==> config.mk <==
export PLATFORM = sky130hd
export DESIGN_NAME = adc_lane_serializer
export DESIGN_NICKNAME = d
export VERILOG_FILES = /design/src/rtl/adcser_pkg.sv /design/src/rtl/slot_sequencer.sv /design/src/rtl/word_holder.sv /design/src/rtl/lane_shifter.sv /design/src/rtl/adc_lane_serializer.sv
export SDC_FILE = /design/constraint.sdc
export NUM_CORES = 1
export LEC_CHECK = 0
export BUFFER_PORTS_ARGS = -buffer_cell sky130_fd_sc_hd__buf_2
export CAP_MARGIN = 20
export CORE_MARGIN = 1
export CORE_UTILIZATION = 53
export DETAILED_ROUTE_END_ITERATION = 16
export PLACE_DENSITY = 0.77
export SYNTH_ARGS = -nofsm -noshare
export SYNTH_HDL_FRONTEND = slang
export SYNTH_SLANG_ARGS = --single-unit
==> constraint.sdc <==
create_clock -name clk -period 1.7 [get_ports clk]
set_input_delay 0.34 -clock clk [delete_from_list [all_inputs] [get_ports clk]]
set_output_delay 0.34 -clock clk [all_outputs]
set_load 0.02 [all_outputs]
==> src/rtl/adcser_pkg.sv <==
// Package adcser_pkg
// Holds the default geometry and the bit-order encoding shared by the
// serializer modules. It assumes nothing about clocks or reset.
package adcser_pkg;

    localparam int DEF_LANES  = 8;
    localparam int DEF_WORD_W = 12;

    // Bit-order selection: 1 sends the MSB first, 0 sends the LSB first.
    typedef enum logic {
        ORDER_LSB_FIRST = 1'b0,
        ORDER_MSB_FIRST = 1'b1
    } bit_order_e;

endpackage

==> src/rtl/slot_sequencer.sv <==
// Module slot_sequencer
// Counts the bit slots of each word and produces the word-load pulse,
// the frame clock and the bit clock.
// Assumptions: WORD_W is even; strobes arrive in the last slot or while idle.
module slot_sequencer #(
    parameter int WORD_W = adcser_pkg::DEF_WORD_W
) (
    input  logic clk,
    input  logic rst_n,
    input  logic strobe_i,
    output logic load_o,
    output logic active_o,
    output logic frame_clk_o,
    output logic bit_clk_o
);
    localparam int SLOT_W = (WORD_W > 2) ? $clog2(WORD_W) : 1;
    localparam int LAST   = WORD_W - 1;
    localparam int HALF   = WORD_W / 2;

    logic [SLOT_W-1:0] slot_q;
    logic [SLOT_W-1:0] slot_nx;
    logic              active_q;
    logic              frame_q;
    logic              bclk_q;

    // Start a word on a strobe, or at the end of a running word.
    assign load_o = strobe_i | (active_q && (slot_q == SLOT_W'(LAST)));

    // Compute the slot that follows the current one.
    always_comb begin
        slot_nx = load_o ? '0 : slot_q + SLOT_W'(1);
    end

    // Update the slot counter and the registered timing outputs.
    always_ff @(posedge clk) begin
        if (!rst_n) begin
            slot_q   <= '0;
            active_q <= 1'b0;
            frame_q  <= 1'b0;
            bclk_q   <= 1'b0;
        end else if (load_o) begin
            slot_q   <= '0;
            active_q <= 1'b1;
            frame_q  <= 1'b1;
            bclk_q   <= 1'b1;
        end else if (active_q) begin
            slot_q  <= slot_nx;
            frame_q <= (slot_nx < SLOT_W'(HALF));
            bclk_q  <= ~slot_nx[0];
        end
    end

    assign active_o    = active_q;
    assign frame_clk_o = frame_q;
    assign bit_clk_o   = bclk_q;

    AST_BCLK_TOGGLE: assert property (@(posedge clk) disable iff (!rst_n)
        ($past(active_q) && !$past(strobe_i)) |-> (bclk_q != $past(bclk_q)));
    AST_FRAME_RISE_ON_FIRST: assert property (@(posedge clk) disable iff (!rst_n)
        $rose(frame_q) |-> bclk_q);
    AST_LOAD_STARTS_WORD: assert property (@(posedge clk) disable iff (!rst_n)
        load_o |=> (frame_q && bclk_q && active_q));

endmodule

==> src/rtl/word_holder.sv <==
// Module word_holder
// Keeps the last captured set of channel words and supplies the words for
// the next load: the fresh inputs when they are captured, otherwise the
// held copy. Assumes that capture is a single-cycle qualifier.
module word_holder #(
    parameter int N_LANES = adcser_pkg::DEF_LANES,
    parameter int WORD_W  = adcser_pkg::DEF_WORD_W
) (
    input  logic                      clk,
    input  logic                      rst_n,
    input  logic                      capture_i,
    input  logic [N_LANES*WORD_W-1:0] words_i,
    output logic [N_LANES*WORD_W-1:0] src_o
);
    localparam int BUS_W = N_LANES * WORD_W;

    logic [BUS_W-1:0] held_q;

    // Capture new words only when the strobe brings them.
    always_ff @(posedge clk) begin
        if (!rst_n) begin
            held_q <= '0;
        end else if (capture_i) begin
            held_q <= words_i;
        end
    end

    // Pass fresh words straight through in their capture cycle.
    assign src_o = capture_i ? words_i : held_q;

    AST_HOLD_STABLE: assert property (@(posedge clk) disable iff (!rst_n)
        !capture_i |=> $stable(held_q));

endmodule

==> src/rtl/lane_shifter.sv <==
// Module lane_shifter
// Serializes one channel word onto one lane. At load it fixes the bit order
// and drives the first bit, then sends one bit per clock.
// Assumes the load pulse comes from the shared sequencer.
module lane_shifter #(
    parameter int WORD_W = adcser_pkg::DEF_WORD_W
) (
    input  logic              clk,
    input  logic              rst_n,
    input  logic              load_i,
    input  logic              msb_first_i,
    input  logic [WORD_W-1:0] word_i,
    output logic              lane_o
);
    import adcser_pkg::*;

    logic [WORD_W-1:0] reversed;
    logic [WORD_W-1:0] ordered;
    logic [WORD_W-1:0] sh_q;
    logic              q_q;
    bit_order_e        order;

    // Mirror the word so that LSB-first reuses the MSB-side shift path.
    for (genvar b = 0; b < WORD_W; b++) begin : g_rev
        assign reversed[b] = word_i[WORD_W-1-b];
    end

    assign order   = bit_order_e'(msb_first_i);
    assign ordered = (order == ORDER_MSB_FIRST) ? word_i : reversed;

    // Load a word and drive its first bit, or send the next bit.
    always_ff @(posedge clk) begin
        if (!rst_n) begin
            sh_q <= '0;
            q_q  <= 1'b0;
        end else if (load_i) begin
            q_q  <= ordered[WORD_W-1];
            sh_q <= {ordered[WORD_W-2:0], 1'b0};
        end else begin
            q_q  <= sh_q[WORD_W-1];
            sh_q <= {sh_q[WORD_W-2:0], 1'b0};
        end
    end

    assign lane_o = q_q;

endmodule

==> src/rtl/adc_lane_serializer.sv <==
// Module adc_lane_serializer
// Top level. Sends N_LANES parallel sample words out as serial lanes, with
// a bit clock and a frame clock. All logic runs on the fast clock
// (WORD_W times the sample rate), with a synchronous active-low reset.
module adc_lane_serializer #(
    parameter int N_LANES = adcser_pkg::DEF_LANES,
    parameter int WORD_W  = adcser_pkg::DEF_WORD_W
) (
    input  logic                      clk,
    input  logic                      rst_n,
    input  logic                      sample_strobe,
    input  logic                      words_valid,
    input  logic [N_LANES*WORD_W-1:0] words_in,
    input  logic                      msb_first,
    output logic [N_LANES-1:0]        lane_out,
    output logic                      bit_clk,
    output logic                      frame_clk
);
    localparam int BUS_W = N_LANES * WORD_W;

    logic             load;
    logic             active;
    logic [BUS_W-1:0] src_words;

    slot_sequencer #(.WORD_W(WORD_W)) i_seq (
        .clk         (clk),
        .rst_n       (rst_n),
        .strobe_i    (sample_strobe),
        .load_o      (load),
        .active_o    (active),
        .frame_clk_o (frame_clk),
        .bit_clk_o   (bit_clk)
    );

    word_holder #(.N_LANES(N_LANES), .WORD_W(WORD_W)) i_hold (
        .clk       (clk),
        .rst_n     (rst_n),
        .capture_i (sample_strobe & words_valid),
        .words_i   (words_in),
        .src_o     (src_words)
    );

    // One shifter per lane, all driven by the same load pulse.
    for (genvar l = 0; l < N_LANES; l++) begin : g_lane
        lane_shifter #(.WORD_W(WORD_W)) i_shift (
            .clk         (clk),
            .rst_n       (rst_n),
            .load_i      (load),
            .msb_first_i (msb_first),
            .word_i      (src_words[l*WORD_W +: WORD_W]),
            .lane_o      (lane_out[l])
        );
    end

    AST_IDLE_QUIET: assert property (@(posedge clk) disable iff (!rst_n)
        !active |-> (lane_out == '0 && !frame_clk && !bit_clk));

endmodule

# Word-level counts from Yosys, hierarchy flattened
# Cells that the tools add are included.
dict set report word_totals {
  ramBits 0
  in_bits 101
  out_inout_bits 10
  romBits 0
  ff_bits 207
  wordCells 61
  latch_bits 0
  mem_count 0
}
dict set report classes {
  eq_ne 1
  n_reduce_logical 3
  mux 30
  n_div 0
  magnitude_cmp 1
  n_addsub 1
  bitwise_logic 4
  shift 0
  mul 0
}
# cell count
set ops {}
lappend ops {{$mux W12} 16}
lappend ops {{$mux W96} 1}
lappend ops {{$mux W1} 12}
lappend ops {{$add A4 B1 Y4 const B} 1}
lappend ops {{$eq A4 B4 Y1 const B} 1}
lappend ops {{$lt A4 B3 Y1 const B} 1}
lappend ops {{$mux W4} 1}
lappend ops {{$not A1 Y1} 2}
lappend ops {{$reduce_bool A2 Y1} 1}
lappend ops {{$reduce_or A2 Y1} 1}
lappend ops {{$and A1 B1 Y1} 1}
lappend ops {{$logic_and A1 B1 Y1} 1}
lappend ops {{$or A1 B1 Y1} 1}

# Depth between registers and ports, before layout
dict set report depth {
  word_depth 7
  ltp_mapped 8
  ltp_nobuf 4
}

# Cells and area by module
# A second synthesis with hierarchy kept.
dict set report hier_totals {
  cells_unflattened 765
  area_unflattened_um2 8301.7
}
# mod cells_per_inst seq_area_each_um2 n_inst area_each_um2
set modules_own_cells {}
lappend modules_own_cells {lane_shifter 52 240.2 8 501.7}
lappend modules_own_cells {word_holder 309 1921.8 1 3922.5}
lappend modules_own_cells {slot_sequencer 39 140.1 1 359.1}
lappend modules_own_cells {adc_lane_serializer 1 0.0 1 6.3}

# Least setup slack after synthesis
# Ideal clock, no wire load.
dict set report synth_timing {
  path_kind {in2reg}
  from {input port sample_strobe}
  to {register g_lane[0].i_shift.sh_q[10]}
  required_time_ns 1.583
  path_stages 5
  n_path_buf 2
  path_slack_ns -0.031
  setup_time_ns 0.117
  t_arrival_ns 1.615
  cell_sequence {buf_2 -> nand2_2 -> buf_4 -> mux4_2 -> a22o_1}
}
dict set report synth_via {
  elab_chain_cells 4
  word_cells_on_any_way 5
  classes_between {mux (3); bitwise (2)}
}
# item line_no
set synth_rtl {}
lappend synth_rtl {{start, declared} adc_lane_serializer.sv:11} ;# input logic sample_strobe,
lappend synth_rtl {{$and A1 B1 Y1} adc_lane_serializer.sv:38} ;# .capture_i (sample_strobe & words_valid),
lappend synth_rtl {{$mux W96} word_holder.sv:29} ;# assign src_o = capture_i ? words_i : held_q;
lappend synth_rtl {{$mux W12} lane_shifter.sv:29} ;# assign ordered = (order == ORDER_MSB_FIRST) ? word_i : reversed;
lappend synth_rtl {{$mux W12 (*)} lane_shifter.sv:36} ;# end else if (load_i) begin
lappend synth_rtl {{end signal, assigned} lane_shifter.sv:38} ;# sh_q <= {ordered[WORD_W-2:0], 1'b0};
lappend synth_rtl {{end signal, assigned} lane_shifter.sv:41} ;# sh_q <= {sh_q[WORD_W-2:0], 1'b0};
lappend synth_rtl {{end, declared} lane_shifter.sv:19} ;# logic [WORD_W-1:0] sh_q;
# Mark *: on every way between the ends. The rest lies on a longest branch, timed or not.
# A chain may end at the register's enable or synchronous reset.

# Worst setup path in the final report
dict set report layout_timing {
  from {register i_seq.slot_q[0]}
  to {register g_lane[5].i_shift.sh_q[10]}
}
dict set report layout_via {
  elab_chain_cells 4
}
# item line_no
set layout_rtl {}
lappend layout_rtl {{start, declared} slot_sequencer.sv:20} ;# logic [SLOT_W-1:0] slot_q;
lappend layout_rtl {{start signal, assigned} slot_sequencer.sv:47} ;# slot_q <= slot_nx;
lappend layout_rtl {{$eq A4 B4 Y1} slot_sequencer.sv:27} ;# assign load_o = strobe_i | (active_q && (slot_q == SLOT_W'(LAST)));
lappend layout_rtl {{$logic_and A1 B1 Y1} slot_sequencer.sv:27}
lappend layout_rtl {{$or A1 B1 Y1} slot_sequencer.sv:27}
lappend layout_rtl {{$mux W12} lane_shifter.sv:36}
lappend layout_rtl {{end signal, assigned} lane_shifter.sv:38}
lappend layout_rtl {{end signal, assigned} lane_shifter.sv:41}
lappend layout_rtl {{end, declared} lane_shifter.sv:19}
# No other way between the ends.

==> impl_metrics.py <==
metrics = {
    "worst_hold_path": {
        "hold_path_class": "input port to flip-flop",
    },
    "yosys": {
        "synth_top_area_cell": "dfxtp_1",
        "yosysSeqAreaShare_pct": 43.9,
        "yosys-top-cells-area": "dfxtp_1, mux4_2, a22o_1",
        "ys_types": 35,
        "synth_warnings": 0,
        "synth_area_mm2": 0.00908,
        "syn-mean-instance-area_um2": 11.4,
        "syn_nets": 897,
        "ys_ff_latch": 199,
        "netlist_instances": 795,
        "ys.flop_type": "dfxtp_1",
        "synth.top_cell.area_share_pct": 43.9,
        "synth_edf_count": 0,
        "async_flop_share_pct": 0,
    },
    "global_route": {
        "grt_pass1_wl_mm": 33.0,
        "grt_pass1_vias": 6576,
        "antenna_found_initial": 4,
        "grt_use_total_pct": 23.6,
        "grt_max_degree": 61,
        "grt-ovfl-total": 0,
    },
    "sta": {
        "slew_headroom_pct": 63.6,
        "rsz0062_at_grt": "true",
        "setup_viol": 0,
        "slew_violations": 0,
        "skew_ns": 0.0159,
        "finalCritPeriodShare_pct": 96.9,
        "tightest_slew_ns": 0.546,
        "fmax_mhz": 607,
        "setup_ws_ns": 0.0526,
        "post-route-min-period_ns": 1.65,
        "finalHoldViolations": 0,
        "hold_slack_ns": 0.170,
    },
    "cts": {
        "clock_latency_ns": 0.43,
        "clkTransAtPathRegs_ns": 0.07,
        "ctsHoldBuffers": 0,
        "cts.sinks": 199,
        "cts_setup_buffers": 0,
        "clock_path_buffers": 2,
        "numCtsBuffers": 17,
        "root_buffer": "clkbuf_16",
        "cts_tree": "done",
        "cts.htree.levels": 4,
    },
    "route": {
        "wire_per_inst_um": 17.6,
        "drt_drc_violations_left": 0,
        "drt_first_pass_iters": 5,
        "routed_via_density": 5.91,
        "drt_iter0_drc": 416,
        "antenna_left": 0,
        "vias": 6705,
        "wl_mm": 19.9,
    },
    "placed_design": {
        "portBuffers": 110,
        "hpwlAfterDp_mm": 13.4,
        "place_ws_ns": -0.126,
        "gp_congestion": 0.779,
    },
    "die": {
        "dieHeight_um": 133,
        "start_util_pct": 54.6,
        "io_pins": 111,
        "row_count": 47,
        "die_w_um": 133,
        "dieArea_mm2": 0.0177,
        "core_mm2": 0.0166,
    },
    "layout": {
        "seq_area_mm2": 0.00398,
        "drive_gt1_share_pct": 32.2,
        "fin_nets": 1003,
        "syn_to_final_growth_pct": 17.6,
        "n_fill_cell": 1301,
        "multi_input_area_mm2": 0.00462,
    },
    "critical_path": {
        "end_kind": "flip-flop",
        "crit_required_ns": 2.06,
        "critPathLaunchType": "flip-flop",
        "worstSetupPathType": "flip-flop to flip-flop",
        "worst_ep_arrival_time_ns": 2.01,
        "rrSetupSlack_ns": 0.05,
        "crit_path_max_fanout": 36,
    },
    "pwr": {
        "p_leak_nw": 4.20,
        "powerDensity_mw_per_mm2": 980,
        "ir_drop_uv": 729,
    },
    "run": {
        "maxCapViolCount": 0,
    },
    "outcome": {
        "status": "completed",
    },
}
-- cell families after synthesis --
| logic type | count (synthesis) | share of synthesized area, % |
|---|---|---|
| compound gates | 209 | 18.6 |
| mux | 89 | 22.0 |
| xor+xnor | 4 | 0.386 |
| simple gates | 205 | 9.31 |
| fa+ha+maj | 1 | 0.138 |
| flops | 199 | 43.9 |
| buf+inv | 88 | 5.67 |
-- what timing repair did --
| action | in CTS | in global routing |
|---|---|---|
| resized for setup | 1 | 1 |
| gates cloned | 0 | 0 |
| endpoints found under the setup margin | 3 | 22 |
-- worst max-delay path, cell delays in order, from the launching register on --
cell and delay [ns]:
dfxtp_1 0.32, ha_1 0.22, and4b_1 0.24, nor3b_2 0.22, buf_4 0.17, buf_12 0.20, a22o_1 0.19
-- cell type report --
| type | count | share of cell area, % |
|---|---|---|
| Sequential cell | 199 | 37.3 |
| Timing Repair Buffer | 173 | 11.0 |
| Antenna cell | 1 | 0.0234 |
| Clock inverter | 10 | 1.35 |
| Tap cell | 220 | 2.58 |
| Multi-Input combinational cell | 508 | 43.2 |
| Clock buffer | 22 | 4.44 |
| Inverter | 2 | 0.0703 |
-- registers in the layout, indices dropped and copies added, names as in the netlist --
| name | cells |
|---|---|
| g_lane.i_shift.lane_o | 8 |
| g_lane.i_shift.sh_q | 88 |
| i_hold.held_q | 96 |
| i_seq.active_o | 1 |
| i_seq.bit_clk_o | 1 |
| i_seq.frame_clk_o | 1 |
| i_seq.slot_q | 4 |
-- stage by stage --
| stage | setup TNS (ns) | std cells | total power, mW | util [%] | cell area [µm²] |
|---|---|---|---|---|---|
| after floorplan | -0.536 | 795 | 5.93 | - | 9090 |
| after global placement | -5.19 | 1102 | 6.33 | 60.4 | 10100 |
| after detailed placement | -6.64 | 1102 | 6.37 | 60.4 | 10100 |
| after CTS | 0 | 1134 | 10.5 | 64.2 | 10700 |
| after global routing | -0.178 | 1135 | 10.9 | 64.2 | 10700 |
| final | 0 | 1135 | 10.5 | 64.2 | 10700 |
-- final timing paths --
check	to	depth (start not counted)	start
max	g_lane[5].i_shift.sh_q[10]$_SDFF_PN0_	6	i_seq.slot_q[0]$_SDFFE_PP0P_
min	i_hold.held_q[41]$_SDFF_PN0_	3	words_in[41]
max reg2reg	g_lane[5].i_shift.sh_q[10]$_SDFF_PN0_	6	i_seq.slot_q[0]$_SDFFE_PP0P_
min reg2reg	g_lane[3].i_shift.sh_q[10]$_SDFF_PN0_	1	g_lane[3].i_shift.sh_q[9]$_SDFF_PN0_
-- where the power goes --
part           switching, mW  internal, mW  leakage (nW)  total [mW]
clock network           1.76          2.44         0.293        4.20
registers              0.108          4.88          1.62        4.98
logic                  0.595         0.687          2.28        1.28
total                   2.46          8.01          4.20        10.5
-- layer usage --
metal	GRT usage, %	part of all wire, %
met2	38.3	49
met4	8.56	1.6
met5	0	0.055
met1	30.8	43
met3	5.82	6.0
-- cells in the final DEF, fill, tap and decap left out, drive strengths merged, types with 2 or more instances in the layout --
cell type / instances
buf: 173
dfxtp: 199
xnor2: 2
and3: 8
nand4: 2
and2: 12
mux4: 88
clkbuf: 22
clkinv: 3
a211oi: 8
o21a: 11
a21boi: 88
clkinvlp: 3
a311oi: 8
xor2: 2
a22o: 89
nand2: 178
bufinv: 3
inv: 3
-- cells in the mapped netlist, types with 2 or more instances --
library cell  number
a21boi_0          88
and2_1            11
buf_6              3
mux4_2            85
a311oi_1           8
buf_1              2
nand2_1          177
mux4_1             3
and3_1             8
buf_12             5
o21a_1            11
xor2_1             2
a211oi_1           8
a22o_1            89
inv_1              2
clkbuf_1          35
buf_4             12
buf_2             29
dfxtp_1          199
xnor2_1            2
nand4_1            2
Note: power is estimated with default switching activity, not from simulation.
